File: src/rtl/pwmbank_pkg.sv
package pwmbank_pkg;
  localparam int ADDR_PRE    = 0;
  localparam int ADDR_PER    = 1;
  localparam int ADDR_EN_LO  = 2;
  localparam int ADDR_EN_HI  = 3;
  localparam int ADDR_COMMIT = 4;
  localparam int EDGE_BASE   = 32;

  typedef struct packed {
    logic commitNow;
    logic pending;
  } strobes_t;
endpackage

File: src/rtl/pwmbank_ctrl.sv
module pwmbank_ctrl
  import pwmbank_pkg::*;
#(
  parameter int NUM_CH = 16,
  parameter int W      = 8,
  parameter int ADDR_W = 6
) (
  input  logic                       clk,
  input  logic                       rstN,
  input  logic                       wrEn,
  input  logic [ADDR_W-1:0]          addr,
  input  logic [W-1:0]               wrData,
  output logic [W-1:0]               rdData,
  input  logic                       periodEnd,
  output strobes_t                   strb,
  output logic [W-1:0]               preShadow,
  output logic [W-1:0]               perShadow,
  output logic [NUM_CH-1:0][W-1:0]   riseShadow,
  output logic [NUM_CH-1:0][W-1:0]   fallShadow,
  output logic [NUM_CH-1:0]          chEnable
);
  localparam int EN_BITS = 16;

  logic [EN_BITS-1:0] enReg;
  logic               pendingQ;
  logic               commitWrite;

  assign commitWrite = wrEn && (addr == ADDR_W'(ADDR_COMMIT)) && wrData[0];

  always_ff @(posedge clk or negedge rstN) begin
    if (!rstN) begin
      preShadow <= '0;
      perShadow <= '0;
      enReg     <= '0;
    end else if (wrEn) begin
      if (addr == ADDR_W'(ADDR_PRE))   preShadow <= wrData;
      if (addr == ADDR_W'(ADDR_PER))   perShadow <= wrData;
      if (addr == ADDR_W'(ADDR_EN_LO)) enReg[7:0]  <= wrData[7:0];
      if (addr == ADDR_W'(ADDR_EN_HI)) enReg[15:8] <= wrData[7:0];
    end
  end

  for (genvar i = 0; i < NUM_CH; i++) begin : g_edge
    always_ff @(posedge clk or negedge rstN) begin
      if (!rstN) begin
        riseShadow[i] <= '0;
        fallShadow[i] <= '0;
      end else if (wrEn) begin
        if (addr == ADDR_W'(EDGE_BASE + 2*i))     riseShadow[i] <= wrData;
        if (addr == ADDR_W'(EDGE_BASE + 2*i + 1)) fallShadow[i] <= wrData;
      end
    end
  end

  assign chEnable = enReg[NUM_CH-1:0];

  always_ff @(posedge clk or negedge rstN) begin
    if (!rstN)             pendingQ <= 1'b0;
    else if (commitWrite)  pendingQ <= 1'b1;
    else if (periodEnd)    pendingQ <= 1'b0;
  end

  assign strb.pending   = pendingQ;
  assign strb.commitNow = pendingQ && periodEnd;

  always_comb begin
    rdData = '0;
    if (addr == ADDR_W'(ADDR_PRE))    rdData = preShadow;
    if (addr == ADDR_W'(ADDR_PER))    rdData = perShadow;
    if (addr == ADDR_W'(ADDR_EN_LO))  rdData = W'(enReg[7:0]);
    if (addr == ADDR_W'(ADDR_EN_HI))  rdData = W'(enReg[15:8]);
    if (addr == ADDR_W'(ADDR_COMMIT)) rdData = W'(pendingQ);
    for (int i = 0; i < NUM_CH; i++) begin
      if (addr == ADDR_W'(EDGE_BASE + 2*i))     rdData = riseShadow[i];
      if (addr == ADDR_W'(EDGE_BASE + 2*i + 1)) rdData = fallShadow[i];
    end
  end

  // a commit consumed at a period start clears the pending flag
  a_r10_pending_clears: assert property (@(posedge clk) disable iff (!rstN)
    (pendingQ && periodEnd && !commitWrite) |=> !pendingQ);
  // a commit write always leaves the flag set
  a_r10_pending_sets: assert property (@(posedge clk) disable iff (!rstN)
    commitWrite |=> pendingQ);
endmodule

File: src/rtl/pwmbank_datapath.sv
module pwmbank_datapath
  import pwmbank_pkg::*;
#(
  parameter int               NUM_CH    = 16,
  parameter int               W         = 8,
  parameter logic [NUM_CH-1:0] SYNC_MASK = 16'hFF00
) (
  input  logic                       clk,
  input  logic                       rstN,
  input  strobes_t                   strb,
  input  logic [W-1:0]               preShadow,
  input  logic [W-1:0]               perShadow,
  input  logic [NUM_CH-1:0][W-1:0]   riseShadow,
  input  logic [NUM_CH-1:0][W-1:0]   fallShadow,
  input  logic [NUM_CH-1:0]          chEnable,
  output logic                       periodEnd,
  output logic [NUM_CH-1:0]          pwmOut
);
  localparam bit TIMEBASE_SYNC = (SYNC_MASK != '0);

  logic [W-1:0] preAct, perAct;
  logic [W-1:0] preCnt, stepCnt;
  logic         tick;
  logic [NUM_CH-1:0][W-1:0] riseAct, fallAct;

  if (TIMEBASE_SYNC) begin : g_tb_sync
    always_ff @(posedge clk or negedge rstN) begin
      if (!rstN) begin
        preAct <= '0;
        perAct <= '0;
      end else if (strb.commitNow) begin
        preAct <= preShadow;
        perAct <= perShadow;
      end
    end
  end else begin : g_tb_live
    assign preAct = preShadow;
    assign perAct = perShadow;
  end

  assign tick      = (preCnt >= preAct);
  assign periodEnd = tick && (stepCnt >= perAct);

  always_ff @(posedge clk or negedge rstN) begin
    if (!rstN) begin
      preCnt  <= '0;
      stepCnt <= '0;
    end else begin
      preCnt <= tick ? '0 : preCnt + 1'b1;
      if (tick) stepCnt <= (stepCnt >= perAct) ? '0 : stepCnt + 1'b1;
    end
  end

  // after a period end both counters restart from zero
  a_r2_restart: assert property (@(posedge clk) disable iff (!rstN)
    periodEnd |=> (preCnt == '0 && stepCnt == '0));

  for (genvar i = 0; i < NUM_CH; i++) begin : g_ch
    logic level;
    if (SYNC_MASK[i]) begin : g_sync
      always_ff @(posedge clk or negedge rstN) begin
        if (!rstN) begin
          riseAct[i] <= '0;
          fallAct[i] <= '0;
        end else if (strb.commitNow) begin
          riseAct[i] <= riseShadow[i];
          fallAct[i] <= fallShadow[i];
        end
      end
      // working edges of a synchronous channel move only on a commit
      a_r8_hold: assert property (@(posedge clk) disable iff (!rstN)
        !strb.commitNow |=> ($stable(riseAct[i]) && $stable(fallAct[i])));
    end else begin : g_live
      assign riseAct[i] = riseShadow[i];
      assign fallAct[i] = fallShadow[i];
    end

    always_comb begin
      if (riseAct[i] <= fallAct[i])
        level = (stepCnt >= riseAct[i]) && (stepCnt < fallAct[i]);
      else
        level = (stepCnt >= riseAct[i]) || (stepCnt < fallAct[i]);
    end
    assign pwmOut[i] = level && chEnable[i];

    // disabled channel is low
    a_r7_disabled_low: assert property (@(posedge clk) disable iff (!rstN)
      !chEnable[i] |-> !pwmOut[i]);
    // equal edges never drive high
    a_r5_equal_low: assert property (@(posedge clk) disable iff (!rstN)
      (riseAct[i] == fallAct[i]) |-> !pwmOut[i]);
  end
endmodule

File: src/rtl/pwmbank_top.sv
module pwmbank_top
  import pwmbank_pkg::*;
#(
  parameter int                NUM_CH    = 16,
  parameter int                W         = 8,
  parameter int                ADDR_W    = 6,
  parameter logic [NUM_CH-1:0] SYNC_MASK = 16'hFF00
) (
  input  logic              clk,
  input  logic              rstN,
  input  logic              wrEn,
  input  logic [ADDR_W-1:0] addr,
  input  logic [W-1:0]      wrData,
  output logic [W-1:0]      rdData,
  output logic [NUM_CH-1:0] pwmOut
);
  strobes_t                  strb;
  logic                      periodEnd;
  logic [W-1:0]              preShadow, perShadow;
  logic [NUM_CH-1:0][W-1:0]  riseShadow, fallShadow;
  logic [NUM_CH-1:0]         chEnable;

  pwmbank_ctrl #(.NUM_CH(NUM_CH), .W(W), .ADDR_W(ADDR_W)) u_ctrl (
    .clk(clk), .rstN(rstN), .wrEn(wrEn), .addr(addr), .wrData(wrData),
    .rdData(rdData), .periodEnd(periodEnd), .strb(strb),
    .preShadow(preShadow), .perShadow(perShadow),
    .riseShadow(riseShadow), .fallShadow(fallShadow), .chEnable(chEnable)
  );

  pwmbank_datapath #(.NUM_CH(NUM_CH), .W(W), .SYNC_MASK(SYNC_MASK)) u_dp (
    .clk(clk), .rstN(rstN), .strb(strb),
    .preShadow(preShadow), .perShadow(perShadow),
    .riseShadow(riseShadow), .fallShadow(fallShadow), .chEnable(chEnable),
    .periodEnd(periodEnd), .pwmOut(pwmOut)
  );
endmodule

File: config.mk
export PLATFORM = sky130hd
export DESIGN_NAME = pwmbank_top
export DESIGN_NICKNAME = d
export VERILOG_FILES = /design/src/rtl/pwmbank_pkg.sv /design/src/rtl/pwmbank_ctrl.sv /design/src/rtl/pwmbank_datapath.sv /design/src/rtl/pwmbank_top.sv
export SDC_FILE = /design/constraint.sdc
export NUM_CORES = 1
export LEC_CHECK = 0
export ABC_AREA = 1
export BUFFER_PORTS_ARGS = -buffer_cell sky130_fd_sc_hd__buf_2
export CORE_ASPECT_RATIO = 1.75
export CORE_MARGIN = 2
export CORE_UTILIZATION = 35
export DETAILED_ROUTE_END_ITERATION = 16
export GPL_TIMING_DRIVEN = 0
export SLEW_MARGIN = 0
export SYNTH_ARGS = -nofsm -noshare
export SYNTH_HDL_FRONTEND = slang
export SYNTH_SLANG_ARGS = --single-unit
File: constraint.sdc
create_clock -name clk -period 3.9 [get_ports clk]
set_input_delay 0.975 -clock clk [delete_from_list [all_inputs] [get_ports clk]]
set_output_delay 0.975 -clock clk [all_outputs]
set_load 0.05 [all_outputs]
[Word level (Yosys, flattened, before mapping)]
Cells that the tools add are included.
Storage, ports and cells
  flip-flop bits (word level): 449
  latch bits: 0
  memory bits (writable): 0
  bits in read-only memories: 0
  bits of input ports: 17
  output and inout port bits: 24
  logic and storage cells: 292
  memories kept: 0
Cells by class
  $add $sub $neg: 2
  multipliers: 0
  div/mod/pow operators: 0
  magnitude comparators: 50
  eq/ne operators: 36
  shift-type cells: 0
  multiplexer cells: 57
  bitwise gates (word level): 0
  reductions and logical operators: 90
Operators with widths (count)
  8-bit two-way mux: 39
  6-bit equality test (second input constant): 32
  8-bit >= comparator: 18
  8-bit <= comparator: 16
  8-bit less-than comparator: 16
  2-bit AND reduction: 36
  1-bit logical AND: 36
  1-bit two-way mux: 18
  8-bit by 1-bit adder with 8-bit output (second input constant): 2
  1-bit logical OR: 16
  6-bit by 2-bit equality test with 1-bit output (second input constant): 2
  6-bit by 1-bit equality test with 1-bit output (second input constant): 1
  6-bit by 3-bit equality test with 1-bit output (second input constant): 1
  6-bit zero test: 1
  2-bit nonzero test: 1

[Depth between registers and ports, before layout]
  depth after elaboration: 38
  gate-level depth with buffers: 26
  gate-level depth less buffers: 26

[Cells and area by module]
From an unflattened synthesis, not the netlist that was laid out.
Unflattened totals
  cells, all modules: 3728
  area total of the unflattened synthesis: 28603.7 µm²
Modules (own cells, without submodules)
  pwmbank_datapath: instances 1, cells each 2103, area each 15567.4 µm², seq. area each 4003.8 µm²
  pwmbank_ctrl: instances 1, cells each 1625, area each 13036.3 µm², seq. area each 7231.9 µm²

[Least setup slack after synthesis]
No wires, ideal clock.
  path kind: input to output
  start: input addr[3]
  end: output rdData[3]
  arrival time: 3.175 ns
  required time: 2.925 ns
  setup slack: -0.250 ns
  stages: 23
  cells stage by stage: nor2_4 > nand3_4 > nor2_8 > inv_2 > or2_0 > nand2_1 > nand3_1 > nand2_1 > nand2_1 > nand2_1 > nand4_1 > nand2_1 > nand4_1 > nor2_1 > nand4_1 > nand2_1 > nand4_1 > nand2_1 > nand4_1 > nor2_1 > nand4_1 > nand2_1 > nand4_1
Between the ends
  longest elaborated chain between the ends: 38
  elaborated cells between the ends (all ways): 74
  classes of those cells: 36 x eq/ne; 37 x mux; 1 x reduce/logical
Ends and longest elaborated chain
  start, declared: RTL line pwmbank_top.sv:12  | input logic [ADDR_W-1:0] addr,
  6-bit zero test: RTL line pwmbank_ctrl.sv:68  | if (addr == ADDR_W'(ADDR_PRE)) rdData = preShadow;
  8-bit two-way mux: RTL line pwmbank_ctrl.sv:68
  8-bit two-way mux: RTL line pwmbank_ctrl.sv:69  | if (addr == ADDR_W'(ADDR_PER)) rdData = perShadow;
  8-bit two-way mux: RTL line pwmbank_ctrl.sv:70  | if (addr == ADDR_W'(ADDR_EN_LO)) rdData = W'(enReg[7:0]);
  8-bit two-way mux: RTL line pwmbank_ctrl.sv:71  | if (addr == ADDR_W'(ADDR_EN_HI)) rdData = W'(enReg[15:8]);
  8-bit two-way mux: RTL line pwmbank_ctrl.sv:72  | if (addr == ADDR_W'(ADDR_COMMIT)) rdData = W'(pendingQ);
  8-bit two-way mux: RTL line pwmbank_ctrl.sv:74  | if (addr == ADDR_W'(EDGE_BASE + 2*i)) rdData = riseShadow[i];
  8-bit two-way mux: RTL line pwmbank_ctrl.sv:75  | if (addr == ADDR_W'(EDGE_BASE + 2*i + 1)) rdData = fallShadow[i];
  [22 not listed]
  8-bit two-way mux: RTL line pwmbank_ctrl.sv:74
  8-bit two-way mux: RTL line pwmbank_ctrl.sv:75
  8-bit two-way mux: RTL line pwmbank_ctrl.sv:74
  8-bit two-way mux: RTL line pwmbank_ctrl.sv:75
  8-bit two-way mux: RTL line pwmbank_ctrl.sv:74
  8-bit two-way mux: RTL line pwmbank_ctrl.sv:75
  8-bit two-way mux: RTL line pwmbank_ctrl.sv:74
  8-bit two-way mux *: RTL line pwmbank_ctrl.sv:75
  end, declared: RTL line pwmbank_top.sv:14  | output logic [W-1:0] rdData,
Every way passes the cells marked *; elsewhere a longest branch is shown, timed or not.

[Worst setup path after layout]
  start: input addr[5]
  end: output rdData[3]
Same word-level chain as after synthesis.

==> impl_metrics.ini <==
[pwr]
p_per_area_nw_per_um2 = 567.4
ir_drop_v = 0.0002640
power_leakage_uw = 0.01550

[cells_and_area]
syn_to_final_growth_pct = 17.44
final_nets = 3943
regArea_um2 = 11250
post-route-util = 0.4153
finalInstanceArea_um2 = 32650
nFillCells = 8028
n_antenna_cell = 0
drive_gt1_frac = 0.1140
instances_no_fill = 4605
multiInputGateArea_um2 = 15110

[clock_tree]
clock-root-buffer = clkbuf_16
path_clk_slew_ps = 70
htreeDepth = 2
cts_sinks = 449
worst_skew_pair.late_latency_ps = 580
cts_buffers = 42
cts_hold_buf = 0
clock_path_buffers = 3
cts_tree = built

[logic_synthesis]
syn-num-nets = 3804
synth-edff-count = 0
synth_seq_cells = 449
yosysUniqueCellTypes = 47
post-synth-top-area-fraction = 0.4042
synthTopCellsByCount = nand2_1, dfrtp_1, inv_1
ys.flop_type = dfrtp_1
synth_area_um2 = 27800
yosysSeqAreaShare = 0.4042
avgSynthCellArea_um2 = 8.174
yosysMostFrequentCell = nand2_1
async_flop_share = 1.000
synth.area.top_cells = dfrtp_1, ha_1, nand2_1
ys_warn_count = 0
synthCells = 3401
synth_top_cell_by_area = dfrtp_1

[sta]
slew_violations = 0
min_period_ps = 5358
relSlewSlack = 0.3749
worst_slack_ps = -1458
fin_skew_ps = 25.26
hold_violations = 0
tns_ps = -14170
finalCritPeriodShare = 1.374
max_freq_mhz = 186.6
worst_pin_slew_ps = 930.6
finalSetupViolCount = 24
rsz0062_at_grt = true

[grt]
antenna_found_initial = 1
grt-ovfl-total = 0
gr-usage-all-layers = 0.2338
grt_pass1_vias = 24340
grt_max_degree = 122
grt_pass1_wl_um = 144400

[die]
std_cell_rows = 136
die_area_um2 = 81790
io_pins = 41
die_h_um = 376.8
start_util = 0.3536
core_um2 = 78620
die_w_um = 217.0

[worst_setup_path]
required_ps = 2920
path_class = in2out
reg2reg_depth = 19
path_max_fanout = 6
worstPathArrival_ps = 4380
cp-end-kind = output port
startpoint_type = input port
crit-reg2reg-capture = u_dp.preAct[0]$_DFFE_PN0P_
rr_startpoint = u_dp.stepCnt[0]$_DFFE_PN0N_
rrSetupSlack_ps = 10

[routing]
final_antenna_net_count = 0
drtIter0Drc = 1683
wire_per_inst_um = 20.71
drcViolationCount = 0
wl_um = 95350
routed_via_density = 5.275
dr_total_vias = 24290
drt_first_pass_iters = 5

[flow_run]
cap_violations = 0

[placed_design]
portBuffers = 39
place_area_um2 = 29630
dpl.hpwl_um = 71120
place_congestion = 0.9315
dp_cells = 4487
place_ws_ps = -1999

[hold_path]
min_path_type = in2async

[run_status]
violations = negative setup slack
outcome = finished with violations
[layout make-up]
type,instances,share of cell area
Buffer,111,0.02257
Clock buffer,63,0.03894
Clock inverter,11,0.004292
Inverter,450,0.05212
Multi-Input combinational cell,2391,0.4627
Sequential cell,449,0.3447
Tap cell,1035,0.03967
Timing Repair Buffer,95,0.03503
[layout by cell type, fill, tap and decap left out, drive strengths merged, types with 10 or more instances in the layout]
master and count:
o21a 41, o211ai 25, buf 129, ha 386
clkinv 10, and3 10, nand3 37, clkbuf 139
a211oi 10, nor2 240, nor3 15, nand2 758
inv 447, dfrtp 449, a21boi 28, o21ai 394
a21oi 303, nand4 79
[through the flow]
step	total power [µW]	hold slack (ps)
2_1_floorplan	10960	453.0
3_3_place_gp	12820	464.9
3_5_place_dp	13110	473.4
4_1_cts	18410	221.8
5_1_grt	19910	241.0
6_report	18520	238.5
[state kept, by name (all words and copies together) (netlist names)]
register / cells
u_ctrl.fallShadow: 128
u_ctrl.riseShadow: 128
u_dp.fallAct: 64
u_dp.riseAct: 64
u_ctrl.chEnable: 16
u_ctrl.perShadow: 8
u_ctrl.preShadow: 8
u_dp.perAct: 8
u_dp.preAct: 8
u_dp.preCnt: 8
u_dp.stepCnt: 8
u_ctrl.pendingQ: 1
[worst max path at each step]
stage | from | to | slack (ps) | cells past startpoint
finish | addr[5] | rdData[3] | -1460 | 25
floorplan | addr[3] | rdData[3] | -250 | 23
CTS | addr[2] | rdData[3] | -1510 | 25
detailed placement | addr[3] | rdData[2] | -2000 | 23
global route | addr[5] | rdData[3] | -1570 | 25
global placement | rstN | u_dp.riseAct[125]$_DFFE_PN0P_ | -7660 | 1
[logic make-up (layout without fill, tap and decap cells)]
family | count (synthesis) | after routing | share of synthesized area
XOR/XNOR | 2 | 2 | 0.0006302
multiplexers | 7 | 7 | 0.002836
AND/OR/NAND/NOR | 1149 | 1149 | 0.1695
AO/OA/AOI/OAI | 847 | 847 | 0.1663
adder cells (fa/ha/maj) | 386 | 386 | 0.1737
flip-flops | 449 | 449 | 0.4042
buffers and inverters | 561 | 730 | 0.08282
[per-layer routing]
layer	up-vias	GRT usage	share of wire
met4	2	0.1747	0.086
met1	11730	0.2360	0.35
met2	629	0.4365	0.52
met3	300	0.02749	0.035
met5	-	0	0.00014
li1	11630	-	-
[where the power goes]
| group | switching (µW) | total (µW) | internal, µW |
|---|---|---|---|
| sequential | 751 | 6290 | 5540 |
| combinational | 4480 | 7890 | 3410 |
| clock | 1880 | 4340 | 2450 |
[worst max-delay path: stages]
cell      delay, ps
buf_12          110
nor2_4          130
clkinv_4        100
nor2_8          130
inv_4            50
or2_4           250
nand2_4          80
nand3_2          70
nand2_1          70
nand2_1          60
nand2_2          70
nand4_1         220
nand2_1         120
nand4_1         130
nor2_2          180
nand4_1         120
nand2_1         100
nand4_1         130
nand2_1         110
nand4_1         170
nor2_2          180
nand4_1         240
nand2_2         170
nand4_1         180
buf_6           220
[repair_timing]
| action | 4_1_cts | 5_1_grt |
|---|---|---|
| pin swaps | 133 | 158 |
| gates resized for setup | 252 | 127 |
| buffers inserted | 26 | 19 |
| gates cloned | 2 | 0 |
| setup endpoints to repair | 177 | 144 |
Note: power is estimated with default switching activity, not from simulation.
